File: config.mk
export PLATFORM = sky130hd
export DESIGN_NAME = spi_sclk_gen
export DESIGN_NICKNAME = d
export VERILOG_FILES = /design/src/rtl/spi_sclk_gen_pkg.sv /design/src/rtl/sclk_div_latch.sv /design/src/rtl/sclk_half_counter.sv /design/src/rtl/sclk_strobe_gen.sv /design/src/rtl/spi_sclk_gen.sv
export SDC_FILE = /design/constraint.sdc
export NUM_CORES = 1
export LEC_CHECK = 0
export BUFFER_PORTS_ARGS = -buffer_cell sky130_fd_sc_hd__buf_4
export CAP_MARGIN = 20
export CORE_AREA = 2 2 40 42
export DETAILED_ROUTE_END_ITERATION = 12
export DIE_AREA = 0 0 42 44
export GPL_ROUTABILITY_DRIVEN = 0
export GPL_TIMING_DRIVEN = 0
export PLACE_DENSITY_LB_ADDON = 0.12
export SLEW_MARGIN = 20
export SYNTH_ARGS = -nofsm -noshare
export SYNTH_HDL_FRONTEND = slang
export SYNTH_SLANG_ARGS = --single-unit
File: constraint.sdc
create_clock -name clk -period 1.7 [get_ports clk]
set_input_delay 0.255 -clock clk [delete_from_list [all_inputs] [get_ports clk]]
set_output_delay 0.255 -clock clk [all_outputs]
set_load 0.01 [all_outputs]
File: src/rtl/spi_sclk_gen_pkg.sv
`timescale 1ns/1ps
package spi_sclk_gen_pkg;

  typedef enum logic [1:0] {
    SMP_AFTER_RISE = 2'd0,
    SMP_LATE_HIGH  = 2'd1,
    SMP_AFTER_FALL = 2'd2,
    SMP_SPARE      = 2'd3
  } smp_sel_e;

  // Half-period length in system clocks for a divide code; code 0 maps to 1.
  function automatic int unsigned half_cycles(input int unsigned code);
    return (code == 0) ? 1 : code;
  endfunction

  // Chooses which timing event drives the sample strobe.
  function automatic logic pick_sample(input logic [1:0] sel,
                                       input logic after_rise,
                                       input logic late_high,
                                       input logic after_fall);
    logic res;
    case (smp_sel_e'(sel))
      SMP_LATE_HIGH:  res = late_high;
      SMP_AFTER_FALL: res = after_fall;
      default:        res = after_rise;
    endcase
    return res;
  endfunction

endpackage

File: src/rtl/sclk_div_latch.sv
`timescale 1ns/1ps
module sclk_div_latch #(
  parameter int CODE_W = 4
) (
  input  logic              clk,
  input  logic              rst_n,
  input  logic              run,
  input  logic [CODE_W-1:0] div_code,
  output logic [CODE_W-1:0] div_q
);
  // Divide code is only taken while the generator is idle.
  always_ff @(posedge clk or negedge rst_n) begin
    if (!rst_n)   div_q <= '0;
    else if (!run) div_q <= div_code;
  end
endmodule

File: src/rtl/sclk_half_counter.sv
`timescale 1ns/1ps
module sclk_half_counter
  import spi_sclk_gen_pkg::*;
#(
  parameter int CODE_W = 4
) (
  input  logic              clk,
  input  logic              rst_n,
  input  logic              run,
  input  logic              idle_lvl,
  input  logic [CODE_W-1:0] div_q,
  output logic              sclk_q,
  output logic              half_wrap,
  output logic              rise_now,
  output logic              fall_now
);
  logic [CODE_W-1:0] cnt;
  logic [CODE_W-1:0] last_idx;

  assign last_idx  = CODE_W'(half_cycles(int'(div_q)) - 1);
  assign half_wrap = run && (cnt == last_idx);
  assign rise_now  = half_wrap && !sclk_q;
  assign fall_now  = half_wrap &&  sclk_q;

  always_ff @(posedge clk or negedge rst_n) begin
    if (!rst_n) begin
      cnt    <= '0;
      sclk_q <= 1'b0;
    end else if (!run) begin
      cnt    <= '0;
      sclk_q <= idle_lvl;
    end else if (half_wrap) begin
      cnt    <= '0;
      sclk_q <= ~sclk_q;
    end else begin
      cnt    <= cnt + 1'b1;
    end
  end
endmodule

File: src/rtl/sclk_strobe_gen.sv
`timescale 1ns/1ps
module sclk_strobe_gen
  import spi_sclk_gen_pkg::*;
(
  input  logic       clk,
  input  logic       rst_n,
  input  logic       run,
  input  logic       rise_now,
  input  logic       fall_now,
  input  logic [1:0] samp_sel,
  output logic       shift_stb,
  output logic       sample_stb
);
  logic after_rise_q;
  logic after_fall_q;

  always_ff @(posedge clk or negedge rst_n) begin
    if (!rst_n) begin
      after_rise_q <= 1'b0;
      after_fall_q <= 1'b0;
    end else begin
      after_rise_q <= run && rise_now;
      after_fall_q <= run && fall_now;
    end
  end

  assign shift_stb  = run && after_fall_q;
  assign sample_stb = run && pick_sample(samp_sel, after_rise_q, fall_now, after_fall_q);
endmodule

File: src/rtl/spi_sclk_gen.sv
`timescale 1ns/1ps
module spi_sclk_gen #(
  parameter int CODE_W = 4
) (
  input  logic              clk,
  input  logic              rst_n,
  input  logic              run,
  input  logic [CODE_W-1:0] div_code,
  input  logic              mode,
  input  logic [1:0]        samp_sel,
  output logic              sclk,
  output logic              shift_stb,
  output logic              sample_stb
);
  logic [CODE_W-1:0] div_q;
  logic              half_wrap;
  logic              rise_now;
  logic              fall_now;

  sclk_div_latch #(.CODE_W(CODE_W)) u_latch (
    .clk(clk), .rst_n(rst_n), .run(run), .div_code(div_code), .div_q(div_q)
  );

  sclk_half_counter #(.CODE_W(CODE_W)) u_cnt (
    .clk(clk), .rst_n(rst_n), .run(run), .idle_lvl(mode), .div_q(div_q),
    .sclk_q(sclk), .half_wrap(half_wrap), .rise_now(rise_now), .fall_now(fall_now)
  );

  sclk_strobe_gen u_stb (
    .clk(clk), .rst_n(rst_n), .run(run), .rise_now(rise_now), .fall_now(fall_now),
    .samp_sel(samp_sel), .shift_stb(shift_stb), .sample_stb(sample_stb)
  );
endmodule

Word-level counts from Yosys, hierarchy flattened
Cells that the tools add are included.
{"block": "totals", "register_bits": 11, "elab_cells": 27}
{"block": "op_classes", "n_mux": 6, "n_reduce_logical": 9, "n_bitwise": 1, "n_eq_ne": 4, "n_addsub": 2}
{"cell": "$mux W4", "n": 3}
{"cell": "$logic_and A1 B1 Y1", "n": 7}
{"cell": "$add A4 B1 Y4 const B", "n": 1}
{"cell": "$eq A4 B4 Y1", "n": 1}
{"cell": "$logic_not A4 Y1", "n": 1}
{"cell": "$sub A4 B1 Y4 const B", "n": 1}
{"cell": "$eq A2 B1 Y1 const B", "n": 1}
{"cell": "$eq A2 B2 Y1 const B", "n": 1}
{"cell": "$mux W1", "n": 2}
{"cell": "$ne A2 B1 Y1 const B", "n": 1}
{"cell": "$pmux W1 S2", "n": 1}
{"cell": "$logic_not A1 Y1", "n": 1}
{"cell": "$not A1 Y1", "n": 1}

Logic depth before layout (Yosys ltp)
Gate-level depths: netlist (run 1).
{"block": "logic_depth", "depth_word": 8, "depth_mapped": 7, "mapped_depth_nobuf": 7}

Modules after synthesis
From an unflattened synthesis (run 1), not the netlist that was laid out.
{"block": "hier_totals", "cells_unflattened": 63, "hier_area_um2": 686.9}
{"mod": "sclk_half_counter", "cells_each": 43, "n_inst": 1, "area_each_um2": 415.4}
{"mod": "sclk_div_latch", "cells_each": 8, "n_inst": 1, "area_each_um2": 145.1}
{"mod": "sclk_strobe_gen", "cells_each": 12, "n_inst": 1, "area_each_um2": 126.4}

Worst setup path after synthesis (run 1)
Ideal clock, no wire load.
{"block": "synth_timing", "path_type": "register to output", "start": "reg u_latch.div_q[3]", "end": "out sample_stb", "setup_slack_ps": -92, "stages_incl_launch_ff": 8, "required_ps": 1445, "arrival_ps": 1537, "cell_sequence": "dfrtp_1 -> nor3_1 -> nor2_1 -> ha_1 -> xor2_1 -> nand2_1 -> a21oi_2 -> o2bb2ai_1"}
{"block": "synth_between", "elab_chain_cells": 8}
{"element": "from (decl)", "line_no": "sclk_div_latch.sv:9", "text": "output logic [CODE_W-1:0] div_q"}
{"element": "from (signal assigned)", "line_no": "sclk_div_latch.sv:14", "text": "else if (!run) div_q <= div_code;"}
{"element": "$logic_not A4 Y1", "line_no": "spi_sclk_gen_pkg.sv:13", "text": "return (code == 0) ? 1 : code;"}
{"element": "$mux W4 *", "line_no": "spi_sclk_gen_pkg.sv:13"}
{"element": "$sub A4 B1 Y4 *", "line_no": "sclk_half_counter.sv:20", "text": "assign last_idx = CODE_W'(half_cycles(int'(div_q)) - 1);"}
{"element": "$eq A4 B4 Y1 *", "line_no": "sclk_half_counter.sv:21", "text": "assign half_wrap = run && (cnt == last_idx);"}
{"element": "$logic_and A1 B1 Y1 *", "line_no": "sclk_half_counter.sv:21"}
{"element": "$logic_and A1 B1 Y1 *", "line_no": "sclk_half_counter.sv:23", "text": "assign fall_now = half_wrap && sclk_q;"}
{"element": "$pmux W1 S2 *", "line_no": "spi_sclk_gen_pkg.sv:22", "text": "case (smp_sel_e'(sel))"}
{"element": "$logic_and A1 B1 Y1 *", "line_no": "sclk_strobe_gen.sv:28", "text": "assign sample_stb = run && pick_sample(samp_sel, after_rise_q, fall_now, after_fall_q);"}
{"element": "to (decl)", "line_no": "spi_sclk_gen.sv:13", "text": "output logic sample_stb"}
Every way passes the cells marked *; elsewhere a longest branch is shown, timed or not.

Final worst setup path (run 1)
{"block": "layout_timing", "start": "reg u_latch.div_q[2]", "end": "out sample_stb"}
The elaborated chain is that of the path after synthesis.

==> qor.txt, run 1 <==
area grow syn2layout: 35.3%
endpoints failing setup: 3
crit-path max cell delay: 0.57 ns
H-tree depth: 1
Initial Util: 0.437
DR WL/cell: 12.4 um
Leak: 0.000416 uW
Worst Setup End Kind: output pin
die extent in x: 42 um
Worst-path clk slew: 0.07 ns
grt total ovfl: 0
Buffers on Ports: 12
Vias: 514
vias in the first global route: 480
max cap viols: 0
CP required: 1.44 ns
Seq/Total Area, Yosys: 0.444
Final WS setup: -0.375 ns
max_slew headroom: 0.708
clock tree buffer depth: 2
Buffers & Inverters on Critical Path: 2
Post-synth EDFFs: 0
Yosys top cell area share: 0.444
most common cell in the netlist: dfrtp_1
global-route wire length before repair: 2130 um
max frequency: 482 MHz
library cells used by synthesis: 27
Post-synth top cells: dfrtp_1 (11), inv_1 (6), ha_1 (4), mux2_2 (4), nor3_1 (4)
total die area: 0.00185 mm2
CP max-delay cell: or4_4
largest net degree at the start of global routing: 12
DR DRC count: 0
Vias per Instance: 5.19
VDD IR max: 0.471 mV
RSZ-0062 raised after global routing: true
Yosys top cell by area: dfrtp_1
initial antenna violation count: 0
register-to-register setup slack: -0.16 ns
worst-margin pin slew: 0.439 ns
Async S/R FF share, synth: 1.00
Mean Syn Cell Area: 10.2 um2
post-detail-place hpwl: 861 um
fin util: 0.592
setup TNS: -0.682 ns
Final Slew Violations: 0
status: finished with violations
clock skew: 0.00207 ns
clk root buf: clkbuf_4
min Tclk post-route: 2.07 ns
num rows: 14
Layout Nets: 98
Power Dens Cells: 873 mW/mm2
hold crit path type: in2reg
diode count: 0
DRT antenna net count: 0
share of layout cells above drive strength 1: 0.398
Syn Inst Count: 61
crit path kind: reg2out
crit-path leading delay family: simple AND/OR/NAND/NOR gates
#FFs+latches synth: 11
main flop type after synthesis: dfrtp_1
crit path DAT: 1.82 ns
failing checks: negative setup slack
Syn Nets: 75
routed wire length: 1230 um
clk sinks: 11
CTS Buf Count: 3
total track usage: 0.158
core area: 0.00142 mm2
I/O pin total: 13
initial DRC count: 1
synth warn: 0
Syn Std Cell Area: 621 um2
router iterations before antenna repair: 4
most frequent CP cell: buf_4
clk_lat worst skew: 0.26 ns
CTS tree: yes
Final Hold Vio Count: 0
worst-path maximum fanout: 4
synth top area cells: dfrtp_1 (44%), ha_1 (8.1%), mux2_2 (7.3%), xor2_1 (4.2%), inv_1 (3.6%)
fin crit share: 1.22
Die Ht: 44 um
reg2reg start: u_latch.div_q[2]$_DFFE_PN0N_
CP Launch Point: u_latch.div_q[2]$_DFFE_PN0N_
Cell Chain, Critical Path: buf_4, or4_4, a21oi_4, o2bb2ai_2, buf_4
CP Launch Type: flop
min-delay src: div_code[0]
-- cells by family (layout without fill, tap and decap cells) --
| group | Yosys count | after routing | share of synthesized area |
|---|---|---|---|
| simple gates | 21 | 21 | 0.188 |
| xor+xnor | 5 | 5 | 0.0706 |
| buf+inv | 7 | 29 | 0.0423 |
| fa+ha+maj | 4 | 4 | 0.0806 |
| mux | 4 | 4 | 0.0726 |
| compound gates | 9 | 9 | 0.103 |
| flops | 11 | 11 | 0.444 |
-- area by class of cell --
| type | count | area, um2 |
|---|---|---|
| buffer | 1 | 3.75 |
| clock buffer | 4 | 26.3 |
| fill | 116 | 579 |
| inverter | 6 | 22.5 |
| multi-input combinational | 43 | 353 |
| sequential | 11 | 277 |
| tap | 16 | 20.0 |
| timing repair buffer | 18 | 138 |
-- placed cells by master (no fill, tap or decap), types with 2 or more instances in the layout --
master     n
nor2_1     3
mux2_2     4
clkbuf_1   2
dfrtp_1   10
buf_4     17
nand2_1    3
inv_1      6
nor3_1     2
ha_1       4
xnor2_1    2
a21oi_1    2
xor2_1     3
clkbuf_4   3
nor3_2     2
o21ai_0    2
-- path summary, 6_finish.rpt --
path / to / depth (start not counted)
max: sample_stb / 5
min: u_latch.div_q[0]$_DFFE_PN0N_ / 2
max reg2reg: u_cnt.sclk_q$_DFFE_PN0P_ / 8
min reg2reg: u_cnt.cnt[0]$_DFF_PN0_ / 1
max in group asynchronous: u_latch.div_q[3]$_DFFE_PN0N_ / 2
min in group asynchronous: u_latch.div_q[3]$_DFFE_PN0N_ / 2
-- state kept, by name (all words and copies together), names as in the netlist --
signal,count
u_cnt.sclk_q,1
u_stb.after_fall_q,1
u_cnt.cnt,4
u_latch.div_q,4
u_stb.after_rise_q,1
-- metal layers --
layer | track usage | vias up | part of all wire
met3 | 0.0375 | 2 | 0.051
met5 | 0 | - | 0
met4 | 0.0968 | 0 | 0.0098
li1 | - | 253 | -
met2 | 0.256 | 10 | 0.50
met1 | 0.192 | 249 | 0.44
-- what timing repair did --
action	CTS	global route
buffers inserted	5	2
hold endpoints to repair	11	0
hold buffers	1	0
pin swaps	1	2
resized for setup	2	4
endpoints found under the setup margin	8	8
-- report_power, final --
part / switching [uW] / internal [uW] / total [uW]
clock: 85.8 / 90.7 / 177
sequential: 36.5 / 293 / 330
combinational: 104 / 123 / 227
total: 226 / 507 / 733
-- stage by stage --
| stage | total power [uW] | cells | hold WS, ns | setup WS (ns) | cell area, um2 |
|---|---|---|---|---|---|
| final | 733 | 99 | 0.218 | -0.375 | 840 |
| after CTS | 733 | 99 | 0.211 | -0.380 | 823 |
| after global placement | 506 | 89 | 0.0950 | -0.276 | 737 |
| after floorplan | 447 | 61 | -0.0406 | -0.0316 | 627 |
| after global routing | 781 | 99 | 0.208 | -0.475 | 840 |
| after detailed placement | 512 | 89 | 0.0983 | -0.294 | 737 |
Note: power is estimated with default switching activity, not from simulation.
==> run 2: changes to the inputs <==
--- a/config.mk
+++ b/config.mk
@@ -6,13 +6,15 @@
 export NUM_CORES = 1
 export LEC_CHECK = 0
 export BUFFER_PORTS_ARGS = -buffer_cell sky130_fd_sc_hd__buf_4
-export CAP_MARGIN = 20
-export CORE_AREA = 2 2 40 42
+export CAP_MARGIN = 0
+export CORE_AREA = 2 2 39 41
+export CTS_BUF_LIST = sky130_fd_sc_hd__clkbuf_8
 export DETAILED_ROUTE_END_ITERATION = 12
-export DIE_AREA = 0 0 42 44
+export DIE_AREA = 0 0 41 43
 export GPL_ROUTABILITY_DRIVEN = 0
 export GPL_TIMING_DRIVEN = 0
 export PLACE_DENSITY_LB_ADDON = 0.12
+export RECOVER_POWER = 50
 export SLEW_MARGIN = 20
 export SYNTH_ARGS = -nofsm -noshare
 export SYNTH_HDL_FRONTEND = slang
==> run 2 against run 1 <==
  * The flow still finishes with violations (negative setup slack)
  * Routed wire length up 12%
  * Utilization is 3.8 points higher
  * Cell count up 2.0%
  * Flip-flop and latch count unchanged
  * Register-to-register slack got worse by 0.16 ns
  * Critical endpoint unchanged
  * Largest power group unchanged
==> qor.txt, run 2 (same netlist as run 1, synthesis figures left out) <==
status: finished with violations (unchanged)
failing checks: negative setup slack (unchanged)
Vias per Instance: 5.26 (was 5.19)
Largest regs: u_cnt.cnt (4), u_latch.div_q (4) (unchanged)
Worst-path clk slew: 0.05 ns (was 0.07 ns)
CTS Buf Count: 3 (unchanged)
multi-input logic area: 345 um2 (was 353 um2)
I/O pin total: 13 (unchanged)
Internal: 609 uW (was 507 uW)
Vias: 531 (was 514)
Seq pwr share: 0.381 (was 0.450)
wl on met1: 554 um (was 541 um)
worst-path maximum fanout: 2 (was 4)
crit path kind: reg2out (unchanged)
most frequent cells in the layout: buf_4 (16), dfrtp_1 (10), inv_1 (6) (was buf_4 (17), dfrtp_1 (10), inv_1 (6))
hold crit path type: in2reg (unchanged)
Routed met3 length: 79 um (was 63 um)
core area: 0.00138 mm2 (was 0.00142 mm2)
Leak: 0.000429 uW (was 0.000416 uW)
Initial Util: 0.448 (was 0.437)
H-tree depth: 1 (unchanged)
fin crit share: 1.21 (was 1.22)
die extent in x: 41 um (was 42 um)
total track usage: 0.201 (was 0.158)
switch share: 0.299 (was 0.308)
Die Ht: 43 um (was 44 um)
max_slew headroom: 0.604 (was 0.708)
RSZ-0062 raised after global routing: true (unchanged)
global-route wire length before repair: 2330 um (was 2130 um)
Buffers on Ports: 12 (unchanged)
highest routed layer: met4 (unchanged)
clock skew: 0.00203 ns (was 0.00207 ns)
Cell Chain, Critical Path: nor3_2, nor2_1, ha_1, xor2_1, nand2_2, a21oi_4, o2bb2ai_2, buf_4 (was buf_4, or4_4, a21oi_4, o2bb2ai_2, buf_4)
share of layout cells above drive strength 1: 0.400 (was 0.398)
max cap viols: 0 (unchanged)
Worst Setup End Kind: output pin (unchanged)
routed wire length: 1370 um (was 1230 um)
clk_lat worst skew: 0.24 ns (was 0.26 ns)
Final Slew Violations: 0 (unchanged)
clk sinks: 11 (unchanged)
fillers: 121 (was 116)
DR DRC count: 0 (unchanged)
worst-margin pin slew: 0.594 ns (was 0.439 ns)
clock share of power: 0.310 (was 0.241)
num rows: 14 (unchanged)
Layout Nets: 100 (was 98)
commonest non-fill, non-tap cell in the layout: buf_4 (unchanged)
endpoints failing setup: 3 (unchanged)
CP Launch Type: flop (unchanged)
total die area: 0.00176 mm2 (was 0.00185 mm2)
largest net degree at the start of global routing: 12 (unchanged)
Final Power: 869 uW (was 733 uW)
Power Dens Cells: 998 mW/mm2 (was 873 mW/mm2)
fin util: 0.629 (was 0.592)
diode count: 0 (unchanged)
VDD IR max: 0.647 mV (was 0.471 mV)
initial antenna violation count: 0 (unchanged)
clk root buf: clkbuf_8 (was clkbuf_4)
crit path DAT: 1.80 ns (was 1.82 ns)
Final WS setup: -0.356 ns (was -0.375 ns)
DRT antenna net count: 0 (unchanged)
met2 WL: 713 um (was 611 um)
Final Hold Vio Count: 0 (unchanged)
WHS: 0.243 ns (was 0.218 ns)
CP max-delay cell: dfrtp_1 (was or4_4)
grt total ovfl: 0 (unchanged)
min Tclk post-route: 2.06 ns (was 2.07 ns)
clock tree buffer depth: 2 (unchanged)
flip-flop and latch area: 277 um2 (unchanged)
initial DRC count: 2 (was 1)
max frequency: 486 MHz (was 482 MHz)
DR WL/cell: 13.6 um (was 12.4 um)
Gate power share: 0.309 (about the same)
vias in the first global route: 532 (was 480)
CP required: 1.44 ns (about the same)
CTS tree: yes (unchanged)
Net Switching: 260 uW (was 226 uW)
router iterations before antenna repair: 4 (unchanged)
area grow syn2layout: 40.3% (was 35.3%)
crit-path max cell delay: 0.39 ns (was 0.57 ns)
post-detail-place hpwl: 909 um (was 861 um)
-- run 2: changes by cell type in the layout (fill, tap and decap cells not counted) --
cell / delta
nor3b_2: -1
nor3b_1: +1
nand2_2: +1
clkbuf_8: +3
clkbuf_4: -3
nand3_1: +1
clkinv_2: +1
nand2_1: -1
nand3_2: -1
buf_4: -1
buf_6: +2
-- run 2: worst paths after layout --
| kind | slack (ns) | depth (start not counted) | startpoint | endpoint |
|---|---|---|---|---|
| setup / recovery | -0.36 | 8 | u_latch.div_q[1]$_DFFE_PN0N_ | sample_stb |
| hold / removal | 0.24 | 2 | div_code[0] | u_latch.div_q[0]$_DFFE_PN0N_ |
| setup reg to reg | -0.32 | 10 | u_latch.div_q[1]$_DFFE_PN0N_ | u_cnt.sclk_q$_DFFE_PN0P_ |
| hold reg to reg | 0.50 | 1 | u_cnt.cnt[0]$_DFF_PN0_ | u_cnt.cnt[0]$_DFF_PN0_ |
| max in group asynchronous | 0.76 | 2 | rst_n | u_cnt.cnt[0]$_DFF_PN0_ |
| min in group asynchronous | 0.52 | 2 | rst_n | u_cnt.cnt[1]$_DFF_PN0_ |
-- run 2: timing repair --
item | in CTS | in global routing
hold endpoints to repair | 11 | 0
endpoints found under the setup margin | 8 | 8
pin swaps | 2 | 1
gates resized for setup | 3 | 4
hold buffers | 1 | 0
buffers inserted | 5 | 3
-- run 2: metrics by stage --
| step | cell area [um2] | worst slack (ns) | cells | setup TNS, ns |
|---|---|---|---|---|
| 2_1_floorplan | 627 | -0.0316 | 61 | -0.0316 |
| 3_3_place_gp | 737 | -0.273 | 89 | -0.362 |
| 3_5_place_dp | 737 | -0.303 | 89 | -0.488 |
| 4_1_cts | 845 | -0.357 | 99 | -0.659 |
| 5_1_grt | 871 | -0.430 | 101 | -1.29 |
| 6_report | 871 | -0.356 | 101 | -0.968 |
-- run 2: power groups by stage --
stage	registers, uW	logic, uW	clock network [uW]
after global routing	338	292	286
after global placement	336	169	0
after CTS	329	240	277
after detailed placement	336	176	0
final	331	269	269
after floorplan	330	117	0
-- run 2: layout make-up --
class | instances | share of cell area
tap | 16 | 0.0230
clock buffer | 3 | 0.0474
clock inverter | 1 | 0.00575
inverter | 6 | 0.0259
buffer | 1 | 0.00431
sequential | 11 | 0.318
multi-input combinational | 43 | 0.397
timing repair buffer | 20 | 0.180
-- run 2: worst max-delay path, delay by kind of cell, from the launching register on --
family / cells / cell delay (ns)
flip-flops: 1 / 0.39
AND/OR/NAND/NOR: 3 / 0.33
XOR/XNOR: 1 / 0.17
adder cells (fa/ha/maj): 1 / 0.28
buffers and inverters: 1 / 0.13
AO/OA/AOI/OAI: 2 / 0.25
-- run 2: routing by layer --
metal  global-route usage  up-vias
met4               0.0800        0
met1                0.244      250
met2                0.306       17
met5                    0        -
met3               0.0785        5
li1                     -      259
==> run 3: changes to the inputs <==
==> constraint.sdc (replaced) <==
create_clock -name clk -period 2.05 [get_ports clk]
set_input_delay 0.3075 -clock clk [delete_from_list [all_inputs] [get_ports clk]]
set_output_delay 0.3075 -clock clk [all_outputs]
set_load 0.01 [all_outputs]
==> run 3 against run 2 <==
  * The flow still finishes with violations (negative setup slack)
  * Clock skew up 0.0021 ns
  * Flip-flop and latch count unchanged
  * Non-clock buffer count decreased by 2
  * Cell count fell by 2.0%
  * Largest cell class unchanged
  * Largest power group unchanged
==> qor.txt, run 3 (same netlist as run 1, synthesis figures left out) <==
Cell Chain, Critical Path: buf_4, nor2_1, a21oi_1, or4_4, a21oi_4, o2bb2ai_2, buf_4 (was nor3_2, nor2_1, ha_1, xor2_1, nand2_2, a21oi_4, o2bb2ai_2, buf_4)
max cap viols: 0 (unchanged)
clock skew: 0.00411 ns (was 0.00203 ns)
global-route wire length before repair: 2100 um (was 2330 um)
CP Launch Type: flop (unchanged)
I/O pin total: 13 (unchanged)
crit path kind: reg2out (unchanged)
reg2reg start: u_latch.div_q[3]$_DFFE_PN0N_ (was u_latch.div_q[1]$_DFFE_PN0N_)
Buffers & Inverters on Critical Path: 2 (was 1)
clock tree buffer depth: 2 (unchanged)
VDD IR max: 0.508 mV (was 0.647 mV)
worst-path maximum fanout: 5 (was 2)
area grow syn2layout: 35.1% (was 40.3%)
Final WS setup: -0.0403 ns (was -0.356 ns)
share of layout cells above drive strength 1: 0.337 (was 0.400)
core area: 0.00138 mm2 (unchanged)
reg2reg end: u_cnt.sclk_q$_DFFE_PN0P_ (unchanged)
setup TNS: -0.0403 ns (was -0.968 ns)
CP max-delay cell: or4_4 (was dfrtp_1)
most frequent CP cell: buf_4
crit-path max cell delay: 0.45 ns (was 0.39 ns)
router iterations before antenna repair: 4 (unchanged)
Worst-path clk slew: 0.05 ns (about the same)
worst-margin pin slew: 0.605 ns (was 0.594 ns)
Final Power: 671 uW (was 869 uW)
clk sinks: 11 (unchanged)
Final Slew Violations: 0 (unchanged)
clk root buf: clkbuf_8 (unchanged)
Initial Util: 0.448 (unchanged)
H-tree depth: 1 (unchanged)
fin crit share: 1.02
most frequent cells in the layout: buf_4 (16), dfrtp_1 (11), inv_1 (7) (was buf_4 (16), dfrtp_1 (10), inv_1 (6))
Worst Setup End Kind: output pin (unchanged)
WHS: 0.302 ns (was 0.243 ns)
routed wire length: 1240 um (was 1370 um)
min-delay src: div_code[2] (was div_code[0])
DR DRC count: 0 (unchanged)
Layout Nets: 98 (was 100)
num rows: 14 (unchanged)
max_slew headroom: 0.596 (was 0.604)
initial antenna violation count: 0 (unchanged)
crit path DAT: 1.78 ns (was 1.80 ns)
min Tclk post-route: 2.09 ns
CTS tree: yes (unchanged)
Reg2Reg Depth: 9 (was 10)
Buffers on Ports: 12 (unchanged)
Vias: 503 (was 531)
Final Hold Vio Count: 0 (unchanged)
crit-path leading delay family: simple AND/OR/NAND/NOR gates (was flip-flops)
Power Dens Cells: 801 mW/mm2 (was 998 mW/mm2)
largest net degree at the start of global routing: 12 (unchanged)
fillers: 137 (was 121)
Die Ht: 43 um (unchanged)
design area: 838 um2 (was 871 um2)
die extent in x: 41 um (unchanged)
status: finished with violations (unchanged)
Leak: 0.000417 uW (was 0.000429 uW)
CP required: 1.74 ns (was 1.44 ns)
vias in the first global route: 549 (was 532)
dpl cell area: 731 um2 (was 737 um2)
grt total ovfl: 0 (unchanged)
failing checks: negative setup slack (unchanged)
commonest non-fill, non-tap cell in the layout: buf_4 (unchanged)
DR WL/cell: 12.5 um (was 13.6 um)
total track usage: 0.184 (was 0.201)
worst hold path endpoint: u_latch.div_q[2]$_DFFE_PN0N_ (was u_latch.div_q[0]$_DFFE_PN0N_)
hold path cells: 2 (unchanged)
Largest regs: u_cnt.cnt (4), u_latch.div_q (4) (unchanged)
DRT antenna net count: 0 (unchanged)
max frequency: 478 MHz
clk_lat worst skew: 0.24 ns (about the same)
CTS Buf Count: 3 (unchanged)
RSZ-0062 raised after global routing: true (unchanged)
hold crit path type: in2reg (unchanged)
total die area: 0.00176 mm2 (unchanged)
initial DRC count: 2 (unchanged)
register-to-register setup slack: 0.19 ns (was -0.32 ns)
diode count: 0 (unchanged)
endpoints failing setup: 1 (was 3)
Vias per Instance: 5.08 (was 5.26)
## run 3: cell type report
| type | instances | area [um2] | share of cell area |
|---|---|---|---|
| Multi-Input combinational cell | 43 | 338 | 0.403 |
| Sequential cell | 11 | 275 | 0.328 |
| Timing Repair Buffer | 18 | 134 | 0.160 |
| Clock buffer | 3 | 41.3 | 0.0493 |
| Inverter | 6 | 22.5 | 0.0269 |
| Tap cell | 16 | 20.0 | 0.0239 |
| Clock inverter | 1 | 3.75 | 0.00448 |
| Buffer | 1 | 3.75 | 0.00448 |
## run 3: repair_timing
| item | in CTS | in global routing |
|---|---|---|
| pin swaps | 3 | 1 |
| gates resized for setup | 2 | 1 |
| setup buffers | 4 | 1 |
| endpoints found under the hold margin | 11 | 0 |
| hold buffers | 1 | 0 |
| endpoints found under the setup margin | 1 | 1 |
## run 3: through the flow
step | instances | worst slack (ns) | utilization
2_1_floorplan | 61 | 0.205 | -
4_1_cts | 98 | -0.0500 | 0.599
3_3_place_gp | 89 | -0.0263 | 0.528
5_1_grt | 99 | -0.134 | 0.606
3_5_place_dp | 89 | -0.0359 | 0.528
6_report | 99 | -0.0403 | 0.606
## run 3: how the worst max path moves through the flow
stage	depth (start not counted)	endpoint	from	slack, ns
global placement	8	sample_stb	u_latch.div_q[2]$_DFFE_PN0N_	-0.03
detailed placement	8	sample_stb	u_latch.div_q[3]$_DFFE_PN0N_	-0.04
finish	7	sample_stb	u_latch.div_q[3]$_DFFE_PN0N_	-0.04
global route	8	sample_stb	u_latch.div_q[3]$_DFFE_PN0N_	-0.13
floorplan	7	sample_stb	u_latch.div_q[3]$_DFFE_PN0N_	0.21
CTS	8	sample_stb	u_latch.div_q[3]$_DFFE_PN0N_	-0.05
## run 3: power by group
| group | total [uW] | internal, uW | switching, uW | leakage [uW] |
|---|---|---|---|---|
| sequential | 273 | 244 | 29.6 | 0.000140 |
| combinational | 187 | 104 | 83.3 | 0.000250 |
| clock | 211 | 131 | 79.3 | 0.0000269 |
| total | 671 | 479 | 192 | 0.000417 |
## run 3: layer usage
| layer | vias up | global-route usage | routed length [um] |
|---|---|---|---|
| met5 | - | 0 | 0 |
| met4 | 0 | 0.100 | 13 |
| met3 | 2 | 0.0471 | 51 |
| met2 | 11 | 0.313 | 665 |
| met1 | 236 | 0.191 | 510 |
| li1 | 254 | - | - |
